`config.mk`:
```
export PLATFORM = sky130hd
export DESIGN_NAME = amov_engine
export DESIGN_NICKNAME = d
export VERILOG_FILES = /design/src/rtl/amov_pkg.sv /design/src/rtl/amov_len.sv /design/src/rtl/amov_seq.sv /design/src/rtl/amov_dp.sv /design/src/rtl/amov_engine.sv
export SDC_FILE = /design/constraint.sdc
export NUM_CORES = 1
export LEC_CHECK = 0
export BUFFER_PORTS_ARGS = -buffer_cell sky130_fd_sc_hd__buf_2
export CORE_ASPECT_RATIO = 0.7
export CORE_MARGIN = 2
export CORE_UTILIZATION = 50
export DETAILED_ROUTE_END_ITERATION = 12
export PLACE_DENSITY = 0.77
export SLEW_MARGIN = 5
export SYNTH_ARGS = -nofsm -noshare
export SYNTH_HDL_FRONTEND = slang
export SYNTH_SLANG_ARGS = --single-unit
```
`constraint.sdc`:
```
create_clock -name clk -period 3.55 [get_ports clk]
set_input_delay 0.5325 -clock clk [delete_from_list [all_inputs] [get_ports clk]]
set_output_delay 0.5325 -clock clk [all_outputs]
set_load 0.03 [all_outputs]
```
`src/rtl/amov_pkg.sv`:
```
package amov_pkg;
  localparam int CHAR_W  = 7;
  localparam int LOW_N   = 5;
  localparam int HIGH_N  = CHAR_W - LOW_N;
  localparam int MAX_LEN = 100;
  localparam int CNT_W   = $clog2(MAX_LEN + 1);

  typedef logic [CHAR_W-1:0] char_t;
  typedef logic [HIGH_N-1:0] zone_t;
  typedef logic [CNT_W-1:0]  cnt_t;

  typedef enum logic [2:0] {
    ST_IDLE,
    ST_SRC_REQ,
    ST_SRC_WAIT,
    ST_DST_REQ,
    ST_DST_WAIT,
    ST_WRITE
  } state_t;

  function automatic char_t merge_char(input char_t src, input zone_t dst_zone);
    return {dst_zone, src[LOW_N-1:0]};
  endfunction
endpackage

```
`src/rtl/amov_len.sv`:
```
module amov_len
  import amov_pkg::*;
(
  input  logic [3:0] tens,
  input  logic [3:0] units,
  output cnt_t       total
);
  localparam cnt_t TEN  = cnt_t'(10);
  localparam cnt_t FULL = cnt_t'(MAX_LEN);

  cnt_t raw;
  always_comb begin
    raw   = cnt_t'(tens) * TEN + cnt_t'(units);
    total = (raw == '0) ? FULL : raw;
  end
endmodule

```
`src/rtl/amov_seq.sv`:
```
module amov_seq
  import amov_pkg::*;
(
  input  logic   clk,
  input  logic   rst_n,
  input  logic   start_ok,
  input  cnt_t   total,
  input  logic   req_ready,
  input  logic   rsp_valid,
  output state_t state,
  output cnt_t   idx,
  output logic   last,
  output logic   busy,
  output logic   done,
  output logic   cap_src,
  output logic   cap_dst
);
  cnt_t   total_q;
  state_t nxt;

  assign last    = (idx == cnt_t'(total_q - cnt_t'(1)));
  assign busy    = (state != ST_IDLE);
  assign cap_src = (state == ST_SRC_WAIT) && rsp_valid;
  assign cap_dst = (state == ST_DST_WAIT) && rsp_valid;

  always_comb begin
    nxt = state;
    unique case (state)
      ST_IDLE:     if (start_ok)  nxt = ST_SRC_REQ;
      ST_SRC_REQ:  if (req_ready) nxt = ST_SRC_WAIT;
      ST_SRC_WAIT: if (rsp_valid) nxt = last ? ST_WRITE : ST_DST_REQ;
      ST_DST_REQ:  if (req_ready) nxt = ST_DST_WAIT;
      ST_DST_WAIT: if (rsp_valid) nxt = ST_WRITE;
      ST_WRITE:    if (req_ready) nxt = last ? ST_IDLE : ST_SRC_REQ;
      default:                    nxt = ST_IDLE;
    endcase
  end

  always_ff @(posedge clk or negedge rst_n) begin
    if (!rst_n) begin
      state   <= ST_IDLE;
      idx     <= '0;
      total_q <= '0;
      done    <= 1'b0;
    end else begin
      state <= nxt;
      done  <= (state == ST_WRITE) && req_ready && last;
      if (state == ST_IDLE && start_ok) begin
        idx     <= '0;
        total_q <= total;
      end else if (state == ST_WRITE && req_ready && !last) begin
        idx <= idx + cnt_t'(1);
      end
    end
  end

  // a request state is left only through its handshake
  a_r9_req_waits: assert property (@(posedge clk) disable iff (!rst_n)
    ((state == ST_SRC_REQ || state == ST_DST_REQ || state == ST_WRITE) && !req_ready)
      |=> (state == $past(state)));

  // index stays inside the programmed length while busy
  a_r1_idx_range: assert property (@(posedge clk) disable iff (!rst_n)
    busy |-> (idx < total_q) && (total_q <= cnt_t'(MAX_LEN)) && (total_q != '0));

  // busy only ends with a completion pulse
  a_r6_busy_ends_done: assert property (@(posedge clk) disable iff (!rst_n)
    $fell(busy) |-> done);

  // destination is read before a non-last write
  a_r9_dst_before_write: assert property (@(posedge clk) disable iff (!rst_n)
    $rose(state == ST_WRITE) && !last |-> $past(state) == ST_DST_WAIT);
endmodule

```
`src/rtl/amov_dp.sv`:
```
module amov_dp
  import amov_pkg::*;
#(
  parameter int ADDR_W = 17
) (
  input  logic              clk,
  input  logic              rst_n,
  input  logic              start_ok,
  input  logic              start,
  input  logic [ADDR_W-1:0] src_addr,
  input  logic [ADDR_W-1:0] dst_addr,
  input  state_t            state,
  input  cnt_t              idx,
  input  logic              last,
  input  logic              busy,
  input  logic              cap_src,
  input  logic              cap_dst,
  input  logic              req_ready,
  input  char_t             rsp_data,
  output logic              req_valid,
  output logic              req_we,
  output logic [ADDR_W-1:0] req_addr,
  output char_t             req_wdata,
  output logic [2:0]        cond_code
);
  localparam logic [2:0] CC_COMMON = 3'd1;
  localparam logic [2:0] CC_PART   = 3'd3;

  logic [ADDR_W-1:0] src_q, dst_q;
  char_t             src_char;
  zone_t             dst_zone;

  always_comb begin
    req_valid = (state == ST_SRC_REQ) || (state == ST_DST_REQ) || (state == ST_WRITE);
    req_we    = (state == ST_WRITE);
    req_addr  = ((state == ST_SRC_REQ) ? src_q : dst_q) + ADDR_W'(idx);
    req_wdata = last ? src_char : merge_char(src_char, dst_zone);
  end

  always_ff @(posedge clk or negedge rst_n) begin
    if (!rst_n) begin
      src_q     <= '0;
      dst_q     <= '0;
      src_char  <= '0;
      dst_zone  <= '0;
      cond_code <= '0;
    end else begin
      if (start_ok) begin
        src_q <= src_addr;
        dst_q <= dst_addr;
      end
      if (cap_src) src_char <= rsp_data;
      if (cap_dst) dst_zone <= rsp_data[CHAR_W-1:LOW_N];
      if (state == ST_WRITE && req_ready && last)
        cond_code <= src_char[CHAR_W-1] ? CC_COMMON : CC_PART;
    end
  end

  // an offered request does not change until taken
  a_r7_req_stable: assert property (@(posedge clk) disable iff (!rst_n)
    req_valid && !req_ready |=> req_valid && $stable(req_we) && $stable(req_addr) && $stable(req_wdata));

  // a start while busy leaves the field bases untouched
  a_r6_start_ignored: assert property (@(posedge clk) disable iff (!rst_n)
    busy && start |=> $stable(src_q) && $stable(dst_q));
endmodule

```
`src/rtl/amov_engine.sv`:
```
module amov_engine
  import amov_pkg::*;
#(
  parameter int ADDR_W = 17
) (
  input  logic              clk,
  input  logic              rst_n,
  input  logic              start,
  input  logic [ADDR_W-1:0] src_addr,
  input  logic [ADDR_W-1:0] dst_addr,
  input  logic [3:0]        len_tens,
  input  logic [3:0]        len_units,
  output logic              busy,
  output logic              done,
  output logic [2:0]        cond_code,
  output logic              req_valid,
  input  logic              req_ready,
  output logic              req_we,
  output logic [ADDR_W-1:0] req_addr,
  output logic [6:0]        req_wdata,
  input  logic              rsp_valid,
  input  logic [6:0]        rsp_data
);
  state_t st;
  cnt_t   idx, total;
  logic   last, cap_src, cap_dst, start_ok;

  assign start_ok = start && !busy;

  amov_len u_len (
    .tens  (len_tens),
    .units (len_units),
    .total (total)
  );

  amov_seq u_seq (
    .clk       (clk),
    .rst_n     (rst_n),
    .start_ok  (start_ok),
    .total     (total),
    .req_ready (req_ready),
    .rsp_valid (rsp_valid),
    .state     (st),
    .idx       (idx),
    .last      (last),
    .busy      (busy),
    .done      (done),
    .cap_src   (cap_src),
    .cap_dst   (cap_dst)
  );

  amov_dp #(.ADDR_W(ADDR_W)) u_dp (
    .clk       (clk),
    .rst_n     (rst_n),
    .start_ok  (start_ok),
    .start     (start),
    .src_addr  (src_addr),
    .dst_addr  (dst_addr),
    .state     (st),
    .idx       (idx),
    .last      (last),
    .busy      (busy),
    .cap_src   (cap_src),
    .cap_dst   (cap_dst),
    .req_ready (req_ready),
    .rsp_data  (rsp_data),
    .req_valid (req_valid),
    .req_we    (req_we),
    .req_addr  (req_addr),
    .req_wdata (req_wdata),
    .cond_code (cond_code)
  );

  // completion reports only codes 1 or 3
  a_r5_code_values: assert property (@(posedge clk) disable iff (!rst_n)
    done |-> (cond_code == 3'd1 || cond_code == 3'd3));

  // accepted starts carry decimal digits
  a_r1_digits: assert property (@(posedge clk) disable iff (!rst_n)
    start_ok |-> (len_tens <= 4'd9) && (len_units <= 4'd9));

  // busy follows an accepted start
  a_r6_busy_rise: assert property (@(posedge clk) disable iff (!rst_n)
    start_ok |=> busy);
endmodule

```
======== After elaboration in Yosys (flattened, before gate mapping) ========
Index checks and enable logic that the tools add are counted.
storage, ports and cells
  flip-flop bits (word level) ............. 64
  bits of input ports ..................... 54
  output and inout bits ................... 31
  word-level logic and storage cells ...... 57
cells by class
  $add $sub $neg .......................... 4
  multipliers ............................. 1
  equality and inequality tests ........... 12
  mux-type cells .......................... 15
  reductions and logical operators ........ 16
operator list
  kind                 count
  $mux 7               4
  $mux 3               7
  $pmux 3 s6           1
  $add 17x7->17        1
  $mux 17              1
  $ne 2x2->1 const B   5
  $add 7x1->7 const B  1
  $add 7x4->7          1
  $eq 7x7->1           1
  $logic_and 1x1->1    7
  $logic_not 7->1      1
  $sub 7x1->7 const B  1
  $eq 3x2->1 const B   2
  $eq 3x3->1 const B   2
  $mul 4x3->6 const B  1
  $reduce_and 6->1     1
  $eq 3x1->1 const B   1
  $logic_not 3->1      1
  $reduce_bool 3->1    1
  $logic_not 1->1      2
  $logic_or 1x1->1     2
  $mux 2               1
  $ne 2x1->1 const B   1
  $reduce_bool 2->1    1
  $mux 1               1

======== Logic depth before layout (Yosys ltp) ========
Gate-level depths: netlist (run 1).
  depth after elaboration ................. 6
  gate-level depth with buffers ........... 14
  depth with buffers taken out ............ 12

======== Modules after synthesis ========
Synthesis (run 1) repeated with hierarchy kept, for this count alone.
second synthesis, totals
  cell total of the unflattened synthesis .. 361
  area, all modules ....................... 3911.3 µm²
by module, submodules not included
  module       instances  cells each  area each (µm²)  seq. area each (µm²)
  amov_dp      1          203         2518.7           1126.1
  amov_seq     1          118         1059.8           450.4
  amov_len     1          39          319.1            0.0
  amov_engine  1          1           13.8             0.0

======== Worst setup path after synthesis (run 1) ========
OpenSTA, ideal clock, no wires.
  path type ............................... reg2out
  from .................................... register u_seq.state[1]
  to ...................................... output port req_addr[12]
  data arrival time ....................... 3.113 ns
  required time ........................... 3.017 ns
  setup slack ............................. -0.096 ns
  cell stages (with the launch flop) ...... 15
  path buffers ............................ 2
  path through ............................ dfrtp_1 > clkbuf_1 > nor3b_2 > buf_2 > nand2_1 > nand2_1 > ha_1 > inv_1 > fa_1 > nor2b_1 > o31a_1 > o21bai_1 > and2_1 > nor4_1 > xnor2_1
on the way
  longest elaborated chain between the ends .. 3
RTL lines
  element                 line               text
  from (decl)             amov_seq.sv:10     output state_t state,
  from (signal assigned)  amov_seq.sv:46     state <= nxt;
  $eq 3x1->1              amov_dp.sv:36      req_addr = ((state == ST_SRC_REQ) ? src_q : dst_q) + ADDR_W'(idx);
  $mux 17                 amov_dp.sv:36
  $add 17x7->17           amov_dp.sv:36
  to (decl)               amov_engine.sv:19  output logic [ADDR_W-1:0] req_addr,
Every way passes these cells.

======== Final worst setup path (run 1) ========
  from .................................... register u_seq.state[1]
  to ...................................... output port req_addr[14]
The elaborated chain is that of the path after synthesis.

==> qor.yml, run 1 <==
pwr:
  power.total_uw: 4570
  vdd_drop_max_mv: 0.532
  p_leak_uw: 0.00244
  power_density_nw_per_um2: 939
synthesis:
  yosysTopAreaCell: "dfrtp_1"
  synth_top_area_share_pct: 40.7
  yosysWarnings: 0
  synth.cell_area_um2: 3880
  synth_most_common_cell: "nand2_1"
  synthFlopType: "dfrtp_1"
  synthDistinctLibCells: 56
  syn_nets: 511
  synth_common_cells: "138 x nand2_1, 63 x dfrtp_1, 22 x nor2_1, 18 x xnor2_1, 15 x ha_1"
  yosysSeqAreaShare_pct: 40.7
  synth_area_per_cell_um2: 8.83
  async_flop_share_pct: 100
  syn_inst: 439
  synth_edf_count: 0
  synth_area_leaders: "dfrtp_1 41%, nand2_1 13%, ha_1 4.8%"
  synth-seq-cells: 63
timing:
  fin_crit_ns: 3.57
  fmax_mhz: 280
  worst_slew_margin_rel_pct: 47.2
  post-route-period-util_pct: 101
  worst_pin_slew_ns: 0.792
  fin_ws_ns: -0.0217
  hold_viol: 0
  slew_viol_final: 0
  setup_viol: 4
  skew_ns: 0.0105
  rsz0062_at_grt: "true"
setup_path:
  cp_max_fo: 6
  critPathKind: "reg -> out"
  crit_path_start_kind: "register"
  cp.arrival_ns: 3.04
  end_kind: "output port"
  crit_required_ns: 3.02
placement:
  io_buffers: 83
  place_ws_ns: 0.0581
  gp_congestion: 0.877
  dp_cells: 611
  hpwlAfterDp_um: 7030
clocking:
  clk_latency_ns: 0.35
  clk_pin_slew_ns: 0.07
  cts_buffer_depth: 2
  cts-root-buf: "clkbuf_8"
  htree_levels: 3
  cts_tree: "yes"
  cts_sinks: 63
  cts_buffers: 9
final_layout:
  seq_area_um2: 1580
  finalNonFillerCells: 633
  nets: 603
  multi_input_comb_area_um2: 2330
  fin_util_pct: 65.6
  n_antenna_cell: 0
  area.growth.synth_to_final_pct: 25.6
  drive_gt1_share_pct: 31.0
  fillCellCount: 604
grt:
  grt_antenna_before_repair: 0
  grt_overflow: 0
  grt_max_degree: 36
  track_usage_pct: 24.7
  grt_first_pass_wirelength_um: 16200
  first_global_vias: 3421
routing:
  wirelength_um: 10200
  drc: 0
  drt-wirelength-per-cell_um: 16.1
  antenna_left: 0
  vias_per_cell: 5.48
  vias: 3470
  drtPass1Iterations: 5
  drtIter0Drc: 202
status:
  violations: "negative setup slack"
  outcome: "finished, violations left"
floorplan:
  io_pins: 85
  die_y_um: 77.7
  row_count: 26
  die_w_um: 109
  dieArea_um2: 8490
  fp.coreArea_um2: 7420
  start_util_pct: 52.3
hold_path:
  hp-class: "in -> async"
job:
  drv_cap: 0
==> cell type report <==
type / count / share of cell area [%]
Clock buffer: 10 / 2.62
Clock inverter: 5 / 1.03
Inverter: 13 / 1.00
Multi-Input combinational cell: 340 / 47.8
Sequential cell: 63 / 32.4
Tap cell: 98 / 2.52
Timing Repair Buffer: 104 / 12.7
==> state kept, by name, indices dropped and copies added, names as in the netlist <==
signal          flops
u_dp.dst_q         17
u_dp.src_q         17
u_dp.src_char       7
u_seq.idx           7
u_seq.total_q       7
u_seq.state         3
u_dp.cond_code      2
u_dp.dst_zone       2
u_seq.done          1
==> critical path: stages, from the launching register on <==
cell and delay [ns]:
dfrtp_1 0.42, or3b_4 0.47, nand2_2 0.10, nand2_1 0.06
ha_2 0.18, inv_2 0.06, fa_2 0.20, nor2b_2 0.05
o31a_1 0.35, o21bai_4 0.18, a21oi_2 0.10, a31o_1 0.24
o22ai_2 0.16, buf_6 0.15
==> layout by cell type (no fill, tap or decap), drive strengths merged, types with 2 or more instances in the layout <==
| cell type | instances |
|---|---|
| nand2b | 5 |
| o21bai | 2 |
| buf | 104 |
| o21ai | 12 |
| nand4 | 7 |
| o21a | 3 |
| a31oi | 5 |
| clkinv | 4 |
| mux2 | 13 |
| fa | 3 |
| o31ai | 5 |
| clkbuf | 10 |
| nand2 | 138 |
| nor3 | 7 |
| nor2b | 6 |
| a21o | 5 |
| dfrtp | 63 |
| a21oi | 15 |
| ha | 15 |
| nor2 | 22 |
| and3 | 5 |
| xnor2 | 18 |
| inv | 13 |
| mux2i | 13 |
| nor4 | 2 |
| or3 | 4 |
| and2 | 3 |
| a21boi | 4 |
| xor2 | 9 |
==> stage by stage <==
stage / setup TNS [ns] / hold WS [ns] / area [um^2]
3_5_place_dp: 0 / 0.456 / 4440
5_1_grt: -1.15 / 0.343 / 4870
6_report: -0.0266 / 0.254 / 4870
2_1_floorplan: -0.00366 / 0.237 / 3920
3_3_place_gp: 0 / 0.456 / 4440
4_1_cts: -0.00531 / 0.295 / 4700
==> power breakdown <==
part           switching [uW]  internal, uW
clock network             275           315
logic                    1590          1080
registers                 284          1020
total                    2150          2420
==> cell families after synthesis <==
family	share of synthesized area (%)
flip-flops	40.7
adder cells (fa/ha/maj)	6.39
other	0.0967
XOR/XNOR	6.68
AND/OR/NAND/NOR	23.3
buffers and inverters	4.36
AO/OA/AOI/OAI	11.3
multiplexers	7.23
==> worst paths after layout <==
check	from	to	slack (ns)	cells past startpoint
worst max-delay path	u_seq.state[1]	req_addr[14]	-0.02	13
worst min-delay path	rst_n	u_seq.total_q[0]	0.25	1
worst max register to register	u_seq.total_q[0]	u_seq.idx[6]	0.79	9
worst min register to register	u_dp.cond_code[0]	u_dp.cond_code[0]	0.47	1
max in group asynchronous	rst_n	u_dp.dst_q[14]	2.54	2
min in group clk	dst_addr[8]	u_dp.dst_q[8]	0.37	3
==> repair_timing <==
item,CTS,global route
endpoints found under the setup margin,9,10
pin swaps,5,15
hold buffers,0,0
setup buffers,2,5
cloned,0,0
resized for setup,18,36
==> layer usage <==
metal	vias up	track usage [%]	wire length [um]
li1	1640	-	-
met1	1635	36.0	4680
met2	170	35.7	4440
met3	25	7.31	867
met4	0	6.46	207
met5	-	0	0
No activity file was read; power rests on OpenSTA's default activity.
==> run 2, diff against run 1 <==
--- a/config.mk
+++ b/config.mk
@@ -15,3 +15,4 @@
 export SYNTH_ARGS = -nofsm -noshare
 export SYNTH_HDL_FRONTEND = slang
 export SYNTH_SLANG_ARGS = --single-unit
+export TNS_END_PERCENT = 50
==> qor.yml, run 2 (synthesis gave the netlist of run 1 again) <==
status:
  outcome: "finished, violations left"
  violations: "negative setup slack"
routing:
  wirelength_um: 10000
  drtIter0Drc: 235
  antenna_left: 0
  drc: 0
  vias_per_cell: 5.42
  vias: 3429
  drt-wirelength-per-cell_um: 15.8
  drtPass1Iterations: 6
timing:
  skew_ns: 0.00947
  whs_ns: 0.257
  post-route-period-util_pct: 103
  fmax_mhz: 274
  finalSetupTns_ns: -0.367
  fin_ws_ns: -0.105
  fin_crit_ns: 3.66
  setup_viol: 8
  slew_viol_final: 0
  worst_pin_slew_ns: 0.797
  worst_slew_margin_rel_pct: 46.9
  rsz0062_at_grt: "true"
  hold_viol: 0
job:
  drv_cap: 0
setup_path:
  cp.arrival_ns: 3.12
  rr_endpoint: "u_seq.idx[6]"
  crit_required_ns: 3.02
  slowest_stage: "or3b_4"
  crit_path_start_kind: "register"
  worstPathCellList: "or3b_4 > nand2_2 > nand2_2 > ha_4 > a21o_1 > a21oi_2 > nor2b_2 > o41ai_2 > buf_4 > nor3_2 > xnor2_1 > buf_4"
  critPathKind: "reg -> out"
  r2r_start: "u_seq.total_q[0]"
  r2r_slack_ns: 0.82
  cp_max_fo: 6
  end_kind: "output port"
  worst_path_largest_cell_delay_ns: 0.47
  rr_worst_depth: 9
floorplan:
  start_util_pct: 52.3
  row_count: 26
  die_w_um: 109
  die_y_um: 77.7
  fp.coreArea_um2: 7420
  io_pins: 85
  dieArea_um2: 8490
final_layout:
  n_antenna_cell: 0
  stdcell_area_um2: 4840
  drive_gt1_share_pct: 30.8
  nets: 603
  reg_top3: "u_dp.dst_q: 17 flops, u_dp.src_q: 17 flops"
  area.growth.synth_to_final_pct: 24.8
  final_cell_mix: "135 x nand2_1, 74 x buf_2, 63 x dfrtp_1, 25 x buf_4, 21 x nor2_1"
  fin_util_pct: 65.3
  final_common_cell: "nand2_1"
clocking:
  cts_sinks: 63
  clk_pin_slew_ns: 0.07
  hold_buffers: 0
  cts_buffers: 9
  htree_levels: 3
  cts-root-buf: "clkbuf_8"
  cts_buffer_depth: 2
  cts_tree: "yes"
  clk_latency_ns: 0.34
placement:
  io_buffers: 83
  gp_congestion: 0.877
  hpwlAfterDp_um: 7030
  dpl_cell_area_um2: 4440
grt:
  grt_antenna_before_repair: 0
  track_usage_pct: 24.7
  first_global_vias: 3421
  grt_max_degree: 36
  grt_first_pass_wirelength_um: 16200
  grt_overflow: 0
hold_path:
  hp-class: "in -> async"
pwr:
  power_density_nw_per_um2: 935
  power.total_uw: 4530
  vdd_drop_max_mv: 0.532
  p_leak_uw: 0.00244
run 2: cell types whose count changed in the layout (fill, tap and decap cells not counted):
cell     before  now
a21oi_2       2    3
a21oi_4       2    1
buf_2        73   74
buf_4        26   25
ha_1         10   11
ha_4          4    3
nand2_2       2    3
nand2_4       1    0
run 2: how the worst max path moves through the flow:
stage	start	end	slack, ns
2_1_floorplan	u_seq.state[1]	req_addr[10]	-0.004
3_3_place_gp	u_seq.state[1]	req_addr[16]	0.13
3_5_place_dp	u_seq.state[1]	req_addr[16]	0.06
4_1_cts	u_seq.state[1]	req_addr[14]	-0.005
5_1_grt	u_seq.state[1]	req_addr[15]	-0.21
6_report	u_seq.state[1]	req_addr[15]	-0.11
run 2: final cells by class:
class	count	area, um^2
clock buffers	10	128
repair buffers	104	614
flip-flops and latches	63	1580
fillers	607	2580
inverters	13	48.8
well taps	98	123
multi-input cells	340	2300
clock inverters	5	50.0
run 2: power by group:
group	total (uW)	internal [uW]	leakage, uW	switching [uW]
Sequential	1300	1020	0.000786	280
Clock	588	315	0.0000957	273
Combinational	2630	1070	0.00155	1570
Total	4530	2400	0.00244	2120
run 2: critical path, delay by kind of cell, from the launching register on:
family / cells / cell delay, ns
AO/OA/AOI/OAI: 3 / 0.73
buffers and inverters: 2 / 0.39
XOR/XNOR: 1 / 0.23
AND/OR/NAND/NOR: 5 / 0.78
adder cells (fa/ha/maj): 1 / 0.24
flip-flops: 1 / 0.42
run 2: repair_timing:
item,CTS,global route
setup buffers,2,5
resized for setup,18,30
endpoints found under the setup margin,9,10
pin swaps,5,14
run 2: through the flow:
step | cells | setup slack (ns)
finish | 633 | -0.105
global route | 633 | -0.210
CTS | 628 | -0.00531
detailed placement | 611 | 0.0581
global placement | 611 | 0.132
floorplan | 439 | -0.00366
run 2: layer usage:
metal | track usage, % | share of wire, % | wire length, um
met4 | 6.46 | 2.0 | 202
met2 | 35.7 | 43 | 4340
met3 | 7.31 | 8.4 | 844
met1 | 36.0 | 46 | 4630
met5 | 0 | 0 | 0
==> run 3, diff against run 2 <==
--- a/config.mk
+++ b/config.mk
@@ -15,4 +15,4 @@
 export SYNTH_ARGS = -nofsm -noshare
 export SYNTH_HDL_FRONTEND = slang
 export SYNTH_SLANG_ARGS = --single-unit
-export TNS_END_PERCENT = 50
+export TNS_END_PERCENT = 10
==> qor.yml, run 3 (synthesis gave the netlist of run 1 again) <==
setup_path:
  path_delay_family: "simple AND/OR/NAND/NOR gates"
  crit_path_frequent_cell: "nand2_1"
  crit_path_start_kind: "register"
  worstPathCellList: "or3b_4 > buf_4 > nand2_1 > nand2_1 > ha_4 > o21a_1 > o31a_1 > o21bai_4 > and2_4 > nor4_4 > xnor2_2 > buf_6"
  worst_path_largest_cell_delay_ns: 0.46
  cp_num_buf_inv: 2
  end_kind: "output port"
  cp_max_fo: 5
  slowest_stage: "or3b_4"
  cp.arrival_ns: 2.99
  critPathKind: "reg -> out"
  crit_required_ns: 3.02
timing:
  whs_ns: 0.161
  skew_ns: 0.0121
  finalSetupTns_ns: 0
  setup_viol: 0
  fmax_mhz: 284
  rsz0062_at_grt: "true"
  hold_viol: 0
  worst_slew_margin_rel_pct: 52.6
  post-route-period-util_pct: 99.4
  slew_viol_final: 0
  worst_pin_slew_ns: 0.709
  fin_crit_ns: 3.53
final_layout:
  nets: 600
  area.growth.synth_to_final_pct: 25.3
  final_common_cell: "nand2_1"
  fin_util_pct: 65.5
  drive_gt1_share_pct: 30.2
  finalNonFillerCells: 631
  reg_top3: "u_dp.dst_q: 17 flops, u_dp.src_q: 17 flops"
  n_antenna_cell: 0
  final_cell_mix: "136 x nand2_1, 73 x buf_2, 63 x dfrtp_1, 24 x buf_4, 21 x nor2_1"
pwr:
  vdd_drop_max_mv: 0.526
  power_density_nw_per_um2: 939
  power.switching_uw: 2130
  switching_share_pct: 46.8
  p_int_uw: 2430
  power_frac_seq_pct: 29.0
  power.total_uw: 4560
  p_comb_share_pct: 57.4
  p_leak_uw: 0.00244
  p_clk_share_pct: 13.6
routing:
  drt-wirelength-per-cell_um: 15.5
  drtPass1Iterations: 5
  vias: 3386
  antenna_left: 0
  drtIter0Drc: 209
  wirelength_um: 9780
  vias_per_cell: 5.37
  drc: 0
clocking:
  cts_buffer_depth: 2
  cts_tree: "yes"
  htree_levels: 3
  cts_sinks: 63
  cts-root-buf: "clkbuf_8"
  cts_buffers: 9
  clk_latency_ns: 0.36
  clk_pin_slew_ns: 0.07
  hold_buffers: 0
grt:
  first_global_vias: 3195
  grt_overflow: 0
  track_usage_pct: 24.1
  grt_max_degree: 41
  grt_antenna_before_repair: 0
  grt_first_pass_wirelength_um: 15800
floorplan:
  fp.coreArea_um2: 7420
  start_util_pct: 52.3
  die_y_um: 77.7
  dieArea_um2: 8490
  row_count: 26
  io_pins: 85
  die_w_um: 109
placement:
  dp_cells: 609
  gp_congestion: 0.899
  hpwlAfterDp_um: 6860
  io_buffers: 83
status:
  outcome: "completed"
hold_path:
  hp-class: "in -> async"
job:
  drv_cap: 0
## run 3: changes by cell type in the layout (fill, tap and decap cells not counted), moves of 2 or more
cell	change
a21boi_0	+2
a21boi_1	-2
a21oi_1	-2
nor3_2	-2
## run 3: cell type report
type	instances	area, um^2
Fill cell	599	2560
Sequential cell	63	1580
Timing Repair Buffer	101	591
Multi-Input combinational cell	340	2330
Clock inverter	4	45.0
Inverter	13	48.8
Clock buffer	12	145
Tap cell	98	123
## run 3: final timing paths
path | to | start | slack [ns] | cells after the start
worst min register to register | u_dp.cond_code[0] | u_dp.cond_code[0] | 0.46 | 1
min in group clk | u_dp.src_q[9] | src_addr[9] | 0.37 | 3
worst max register to register | u_seq.idx[1] | u_seq.total_q[0] | 0.87 | 9
max in group asynchronous | u_dp.dst_q[8] | rst_n | 2.47 | 2
worst max-delay path | req_addr[16] | u_seq.state[1] | 0.02 | 12
worst min-delay path | u_dp.dst_q[1] | rst_n | 0.16 | 1
## run 3: power groups by stage
stage / clock (uW) / combinational [uW] / sequential, uW
final: 621 / 2620 / 1320
after global routing: 668 / 2840 / 1360
after CTS: 632 / 2480 / 1300
after detailed placement: 0 / 2340 / 1300
after global placement: 0 / 2280 / 1290
after floorplan: 0 / 1830 / 1220
## run 3: what timing repair did
item,4_1_cts,5_1_grt
resized for setup,25,25
cloned,0,0
pin swaps,14,13
setup endpoints to repair,10,12
buffers inserted,6,0
## run 3: per-layer routing
metal  part of all wire [%]  wire length, um  GRT usage [%]
met2                     42             4150           33.3
met3                    8.7              847           7.65
met4                    2.1              203           7.47
met5                      0                0              0
met1                     47             4580           35.8
## run 3: through the flow
stage          instance area [um^2]  setup slack [ns]
6_report                       4860            0.0229
5_1_grt                        4860            -0.132
4_1_cts                        4740           -0.0527
3_5_place_dp                   4420           0.00791
3_3_place_gp                   4420             0.162
2_1_floorplan                  3910           -0.0469
